==> config.mk <==
export PLATFORM = sky130hd
export DESIGN_NAME = bsplit_top
export DESIGN_NICKNAME = d
export VERILOG_FILES = /design/src/rtl/bsplit_pkg.sv /design/src/rtl/bsplit_plan.sv /design/src/rtl/bsplit_stage.sv /design/src/rtl/bsplit_top.sv
export SDC_FILE = /design/constraint.sdc
export NUM_CORES = 1
export LEC_CHECK = 0
export BUFFER_PORTS_ARGS = -buffer_cell sky130_fd_sc_hd__buf_4
export CAP_MARGIN = 20
export CORE_ASPECT_RATIO = 1.25
export CORE_MARGIN = 2
export CORE_UTILIZATION = 50
export CTS_BUF_LIST = sky130_fd_sc_hd__clkbuf_16
export CTS_CLUSTER_SIZE = 40
export DETAILED_ROUTE_END_ITERATION = 6
export PLACE_DENSITY = 0.76
export REMOVE_ABC_BUFFERS = 1
export SLEW_MARGIN = 20
export SYNTH_ARGS = -nofsm -noshare
export SYNTH_HDL_FRONTEND = slang
export SYNTH_SLANG_ARGS = --single-unit
==> constraint.sdc <==
create_clock -name clk -period 3.7 [get_ports clk]
set_input_delay 1.11 -clock clk [delete_from_list [all_inputs] [get_ports clk]]
set_output_delay 1.11 -clock clk [all_outputs]
set_load 0.005 [all_outputs]
==> src/rtl/bsplit_pkg.sv <==
// Package: shared types for the burst splitter.
// Assumes: nothing beyond IEEE 1800-2017.
package bsplit_pkg;

    // Phase of the held command: nothing held, a whole command,
    // the first part of a split, or the second part of a split.
    typedef enum logic [1:0] {
        PH_IDLE  = 2'd0,
        PH_WHOLE = 2'd1,
        PH_HEAD  = 2'd2,
        PH_TAIL  = 2'd3
    } phase_t;

    // Beat counts that take part in the split rule.
    localparam int SPLIT_BEATS = 6;
    localparam int HEAD_BEATS  = 4;
    localparam int TAIL_BEATS  = 2;

endpackage

==> src/rtl/bsplit_plan.sv <==
// Module: bsplit_plan
// Purely combinational. Looks at one upstream command and decides whether
// it must be split. If so, it gives the lengths of both parts and the start
// address of the second part.
// Assumes: in_len carries a plain beat count; the beat width is BEAT_BYTES bytes.
module bsplit_plan #(
    parameter int ADDR_W     = 32,
    parameter int LEN_W      = 4,
    parameter int BEAT_BYTES = 16
) (
    input  logic [ADDR_W-1:0] cmd_addr,
    input  logic [LEN_W-1:0]  cmd_len,
    output logic              need_split,
    output logic [LEN_W-1:0]  head_len,
    output logic [LEN_W-1:0]  tail_len,
    output logic [ADDR_W-1:0] tail_addr
);
    import bsplit_pkg::*;

    localparam int          TAIL_OFS_BYTES = HEAD_BEATS * BEAT_BYTES;
    localparam logic [ADDR_W-1:0] TAIL_OFS = ADDR_W'(TAIL_OFS_BYTES);
    localparam logic [LEN_W-1:0]  L_SPLIT  = LEN_W'(SPLIT_BEATS);
    localparam logic [LEN_W-1:0]  L_HEAD   = LEN_W'(HEAD_BEATS);
    localparam logic [LEN_W-1:0]  L_TAIL   = LEN_W'(TAIL_BEATS);

    // Classify the command and pick the lengths of its parts.
    always_comb begin
        need_split = (cmd_len == L_SPLIT);
        head_len   = need_split ? L_HEAD : cmd_len;
        tail_len   = L_TAIL;
    end

    // Second-part address: one head burst above the start, wrapping.
    always_comb begin
        tail_addr = cmd_addr + TAIL_OFS;
    end

    // Lengths sent on must be legal whenever the split rule applies.
    always_comb begin
        if (need_split) begin
            AST_PLAN_PARTS: assert ((head_len + tail_len) == cmd_len)
                else $error("split parts do not sum to the original length");
        end
    end

endmodule

==> src/rtl/bsplit_stage.sv <==
// Module: bsplit_stage
// Holds one command and presents it downstream. A split command is
// presented as its first part, then its second part. The stage takes a
// new command when it is empty, or in the same cycle that the final part
// is accepted downstream.
// Assumes: the plan inputs are valid together with the in_* command; the
// upstream side only issues 2, 4, 6 or 8 beats.
module bsplit_stage #(
    parameter int ADDR_W     = 32,
    parameter int LEN_W      = 4,
    parameter int BEAT_BYTES = 16
) (
    input  logic              clk,
    input  logic              rst_n,
    input  logic              in_valid,
    output logic              in_ready,
    input  logic [ADDR_W-1:0] in_addr,
    input  logic [LEN_W-1:0]  in_len,
    input  logic              in_write,
    input  logic              in_sof,
    input  logic              in_eof,
    input  logic              plan_split,
    input  logic [LEN_W-1:0]  plan_head_len,
    input  logic [LEN_W-1:0]  plan_tail_len,
    input  logic [ADDR_W-1:0] plan_tail_addr,
    output logic              out_valid,
    input  logic              out_ready,
    output logic [ADDR_W-1:0] out_addr,
    output logic [LEN_W-1:0]  out_len,
    output logic              out_write,
    output logic              out_sof,
    output logic              out_eof
);
    import bsplit_pkg::*;

    localparam logic [ADDR_W-1:0] TAIL_OFS = ADDR_W'(HEAD_BEATS * BEAT_BYTES);

    phase_t            phase_q;
    logic [ADDR_W-1:0] cur_addr_q;
    logic [LEN_W-1:0]  cur_len_q;
    logic [ADDR_W-1:0] tail_addr_q;
    logic [LEN_W-1:0]  tail_len_q;
    logic              write_q;
    logic              sof_q;
    logic              eof_q;
    logic              last_part;
    logic              out_fire;
    logic              in_fire;

    // Handshake decode for the current cycle.
    always_comb begin
        last_part = (phase_q == PH_WHOLE) || (phase_q == PH_TAIL);
        out_fire  = out_valid && out_ready;
        in_ready  = (phase_q == PH_IDLE) || (out_ready && last_part);
        in_fire   = in_valid && in_ready;
    end

    // Phase sequencing: load, advance head to tail, or drain.
    always_ff @(posedge clk) begin
        if (!rst_n) begin
            phase_q <= PH_IDLE;
        end else if (in_fire) begin
            phase_q <= plan_split ? PH_HEAD : PH_WHOLE;
        end else if (out_fire) begin
            phase_q <= (phase_q == PH_HEAD) ? PH_TAIL : PH_IDLE;
        end
    end

    // Command fields: load on accept, swap in second part after the head.
    always_ff @(posedge clk) begin
        if (!rst_n) begin
            cur_addr_q  <= '0;
            cur_len_q   <= '0;
            tail_addr_q <= '0;
            tail_len_q  <= '0;
            write_q     <= 1'b0;
            sof_q       <= 1'b0;
            eof_q       <= 1'b0;
        end else if (in_fire) begin
            cur_addr_q  <= in_addr;
            cur_len_q   <= plan_head_len;
            tail_addr_q <= plan_tail_addr;
            tail_len_q  <= plan_tail_len;
            write_q     <= in_write;
            sof_q       <= in_sof;
            eof_q       <= in_eof;
        end else if (out_fire && (phase_q == PH_HEAD)) begin
            cur_addr_q  <= tail_addr_q;
            cur_len_q   <= tail_len_q;
        end
    end

    // Downstream view; end-of-frame is withheld from the first part.
    always_comb begin
        out_valid = (phase_q != PH_IDLE);
        out_addr  = cur_addr_q;
        out_len   = cur_len_q;
        out_write = write_q;
        out_sof   = sof_q;
        out_eof   = eof_q && (phase_q != PH_HEAD);
    end

    AST_LEN_LEGAL: assert property (@(posedge clk) disable iff (!rst_n)
        out_valid |-> (out_len == 1 || out_len == 2 || out_len == 4 || out_len == 8))
        else $error("illegal downstream length");

    AST_HOLD_STABLE: assert property (@(posedge clk) disable iff (!rst_n)
        (out_valid && !out_ready) |=> (out_valid && $stable(out_addr) && $stable(out_len)
                                       && $stable(out_write) && $stable(out_sof) && $stable(out_eof)))
        else $error("stalled command changed");

    AST_STALL_BLOCKS: assert property (@(posedge clk) disable iff (!rst_n)
        (out_valid && !out_ready) |-> !in_ready)
        else $error("input accepted during a stall");

    AST_TAIL_FOLLOWS: assert property (@(posedge clk) disable iff (!rst_n)
        (out_valid && out_ready && out_len == 4 && !in_ready)
            |=> (out_valid && out_len == 2 && out_addr == $past(out_addr) + TAIL_OFS
                 && out_write == $past(out_write) && out_sof == $past(out_sof)))
        else $error("second part wrong after first part");

    AST_SPLIT_HEAD: assert property (@(posedge clk) disable iff (!rst_n)
        (in_valid && in_ready && in_len == 6)
            |=> (out_valid && out_len == 4 && !out_eof && !in_ready
                 && out_addr == $past(in_addr)))
        else $error("first part of split wrong");

endmodule

==> src/rtl/bsplit_top.sv <==
// Module: bsplit_top
// Reissues upstream bursts as lengths the downstream interface accepts.
// It decodes the split on the input side and holds the command in one
// stage that presents it downstream.
// Assumes: 128-bit beats (16 bytes each); upstream lengths 2, 4, 6 or 8.
module bsplit_top #(
    parameter int ADDR_W     = 32,
    parameter int LEN_W      = 4,
    parameter int BEAT_BYTES = 16
) (
    input  logic              clk,
    input  logic              rst_n,
    input  logic              in_valid,
    output logic              in_ready,
    input  logic [ADDR_W-1:0] in_addr,
    input  logic [LEN_W-1:0]  in_len,
    input  logic              in_write,
    input  logic              in_sof,
    input  logic              in_eof,
    output logic              out_valid,
    input  logic              out_ready,
    output logic [ADDR_W-1:0] out_addr,
    output logic [LEN_W-1:0]  out_len,
    output logic              out_write,
    output logic              out_sof,
    output logic              out_eof
);
    logic              plan_split;
    logic [LEN_W-1:0]  plan_head_len;
    logic [LEN_W-1:0]  plan_tail_len;
    logic [ADDR_W-1:0] plan_tail_addr;

    bsplit_plan #(
        .ADDR_W    (ADDR_W),
        .LEN_W     (LEN_W),
        .BEAT_BYTES(BEAT_BYTES)
    ) u_plan (
        .cmd_addr  (in_addr),
        .cmd_len   (in_len),
        .need_split(plan_split),
        .head_len  (plan_head_len),
        .tail_len  (plan_tail_len),
        .tail_addr (plan_tail_addr)
    );

    bsplit_stage #(
        .ADDR_W    (ADDR_W),
        .LEN_W     (LEN_W),
        .BEAT_BYTES(BEAT_BYTES)
    ) u_stage (
        .clk           (clk),
        .rst_n         (rst_n),
        .in_valid      (in_valid),
        .in_ready      (in_ready),
        .in_addr       (in_addr),
        .in_len        (in_len),
        .in_write      (in_write),
        .in_sof        (in_sof),
        .in_eof        (in_eof),
        .plan_split    (plan_split),
        .plan_head_len (plan_head_len),
        .plan_tail_len (plan_tail_len),
        .plan_tail_addr(plan_tail_addr),
        .out_valid     (out_valid),
        .out_ready     (out_ready),
        .out_addr      (out_addr),
        .out_len       (out_len),
        .out_write     (out_write),
        .out_sof       (out_sof),
        .out_eof       (out_eof)
    );

    AST_PASS_WHOLE: assert property (@(posedge clk) disable iff (!rst_n)
        (in_valid && in_ready && in_len != 6)
            |=> (out_valid && out_len == $past(in_len) && out_addr == $past(in_addr)
                 && out_eof == $past(in_eof)))
        else $error("whole command altered");

endmodule

==> flow_summary.yaml <==
timing:
  post-route-min-period_ns: 2.69
  hold_viol: 0
  setup_violations: 0
  tightest_slew_ns: 0.665
  fin_setup_tns_ns: 0
  relSlewSlack: 0.555
  max_freq_ghz: 0.371
  whs_ns: 0.454
  final_max_slew_viol_count: 0
  rsz0062_at_grt: "no"
  skew_ns: 0.00390
  min_period_over_period: 0.728
routing:
  wl_per_cell_um: 14.8
  totalWireLength_mm: 8.60
  via_per_inst: 5.59
  antenna_left: 0
  drc: 0
  vias: 3250
  drt_pass1_iterations: 4
  drt_iter0_markers: 247
clock_tree:
  htree_levels: 3
  post_cts_resized: 0
  path_clk_slew_ns: 0.06
  hold_buffers: 0
  clock_sinks: 74
  cts.path.max_buffers: 2
  cts_buffers: 9
  postCtsSetupBuffers: 0
  clk_latency_ns: 0.33
  cts_tree: "yes"
  cts_root_buffer: "clkbuf_16"
floorplan:
  start_util: 0.510
  num_rows: 33
  die_y_um: 94.9
  die_w_um: 76.7
  core_area_um2: 6480
  io_pins: 84
  die_area_um2: 7280
critical_path:
  r2r-start: "u_stage.phase_q[1]$_SDFFE_PN0P_"
  required_ns: 3.96
  path_max_fanout: 11
  worstSetupPathType: "primary input to flip-flop"
  crit_path_start: "in_addr[10]"
  arrival_ns: 2.96
  start_kind: "primary input"
  crit_path_end_kind: "flip-flop"
synth:
  synthTopCellsByArea: "dfxtp_1 (45%), nand2_1 (10%), a311oi_1 (6.6%)"
  ys.flop_type: "dfxtp_1"
  ys_warn_count: 0
  synth-edff-count: 0
  synth_top_family_by_area: "simple AND/OR/NAND/NOR gates"
  synth.distinct_cells: 39
  postSynthCellCount: 419
  seq_area_frac_synth: 0.448
  async_flop_share: 0
  synthXorXnorAreaFrac: 0.0345
  synth_top_area_frac: 0.448
  synth-seq-cells: 74
  synth_fa_ha_area_frac: 0.00379
  syn_area_um2: 3300
  synth-simple-area-share: 0.242
  synth_top_cell_by_area: "dfxtp_1"
  synth_commonest_cells: "nand2_1 (90), dfxtp_1 (74), nor2_1 (37), a21oi_1 (30), clkbuf_1 (29)"
  synth_compound_area_frac: 0.204
  muxShareOfSynthArea: 0.0204
  synth_area_per_cell_um2: 7.89
  synth.most_common_cell: "nand2_1"
layout:
  antenna_cells: 0
  nets: 533
  finish.utilization: 0.674
  design_area_um2: 4370
  syn2layout_area_growth_pct: 32.1
  fill_cells: 560
  drive_gt1_frac: 0.243
pwr:
  total_power_uw: 2250
  p_leak_uw: 0.00173
  vdd_drop_max_mv: 0.278
  power.density_nw_per_um2: 516
outcome:
  status: "finished clean"
global_route:
  first_global_vias: 3042
  antenna_found_initial: 0
  grt_overflow: 0
  grt_pass1_wl_mm: 14.1
  grt_max_degree: 60
  track_usage: 0.241
place:
  place_area_um2: 4000
  detailed_place_hpwl_mm: 5.51
  io_buffers: 83
  gp_congestion: 0.792
run:
  cap_violations: 0
min_path:
  hold_path.startpoint: "u_stage.tail_addr_q[3]$_SDFFE_PN0P_"
  hold_path_class: "flip-flop to flip-flop"
worst paths after layout:
| path | to | slack [ns] | depth (start not counted) |
|---|---|---|---|
| hold / removal | u_stage.tail_addr_q[3]$_SDFFE_PN0P_ | 0.45 | 2 |
| setup / recovery | u_stage.tail_addr_q[26]$_SDFFE_PN0P_ | 1.01 | 5 |
| setup reg to reg | u_stage.tail_addr_q[13]$_SDFFE_PN0P_ | 1.62 | 5 |
| hold reg to reg | u_stage.tail_addr_q[3]$_SDFFE_PN0P_ | 0.45 | 2 |
worst max-delay path, stage by stage:
cell	delay [ns]
buf_4	0.11
nand3_1	0.31
or4_1	0.73
or4_1	0.54
a31oi_1	0.16
kinds of logic after synthesis:
group	after synthesis
DFF	74
muxes	6
adders and majority gates	1
AOI/OAI and AO/OA	105
buffers and inverters	41
and+or+nand+nor	179
xor gates and xnor gates	13
cell usage in the layout, fill, tap and decap left out, types with 2 or more instances in the layout:
cell type / n
nand2_1: 90
buf_4: 90
dfxtp_1: 74
nor2_1: 37
a21oi_1: 30
a311oi_1: 25
o21ai_0: 24
nand3_1: 13
xnor2_1: 11
inv_1: 9
a31oi_1: 9
a211oi_1: 9
clkbuf_16: 9
nor3_1: 7
mux2_2: 6
nand4_1: 6
nor4_1: 4
or3_1: 4
bufinv_16: 4
or4_1: 3
and4_1: 3
nand3b_1: 2
nand2b_1: 2
or2_2: 2
o31ai_1: 2
xor2_1: 2
stage by stage:
| step | cells | worst slack (ns) |
|---|---|---|
| 2_1_floorplan | 387 | -0.496 |
| 3_3_place_gp | 565 | 0.731 |
| 3_5_place_dp | 565 | 0.698 |
| 4_1_cts | 581 | 1.02 |
| 5_1_grt | 581 | 0.866 |
| 6_report | 581 | 1.01 |
routing by layer:
metal	share of wire	global-route usage	up-vias
li1	-	-	1621
met1	0.42	0.286	1525
met4	0.020	0.111	0
met2	0.52	0.436	89
met5	0	0	-
met3	0.042	0.0306	15
layout make-up:
cell class | instances | area (um^2) | area share
clock buffers | 9 | 225 | 0.0516
flip-flops and latches | 74 | 1480 | 0.339
clock inverters | 7 | 141 | 0.0324
multi-input cells | 304 | 1680 | 0.385
inverters | 9 | 33.8 | 0.00774
repair buffers | 91 | 696 | 0.159
well taps | 87 | 109 | 0.0249
power breakdown:
group | switching (uW) | internal (uW) | total (uW)
Clock | 338 | 728 | 1070
Sequential | 34.8 | 864 | 899
Combinational | 151 | 138 | 290
Total | 524 | 1730 | 2250
state kept, by name (all words and copies together), names as in the netlist:
signal               cells
u_stage.eof_q            1
u_stage.out_addr        32
u_stage.out_len          4
u_stage.out_sof          1
u_stage.out_write        1
u_stage.phase_q          2
u_stage.tail_addr_q     32
u_stage.tail_len_q       1
Note: power is estimated with default switching activity, not from simulation.
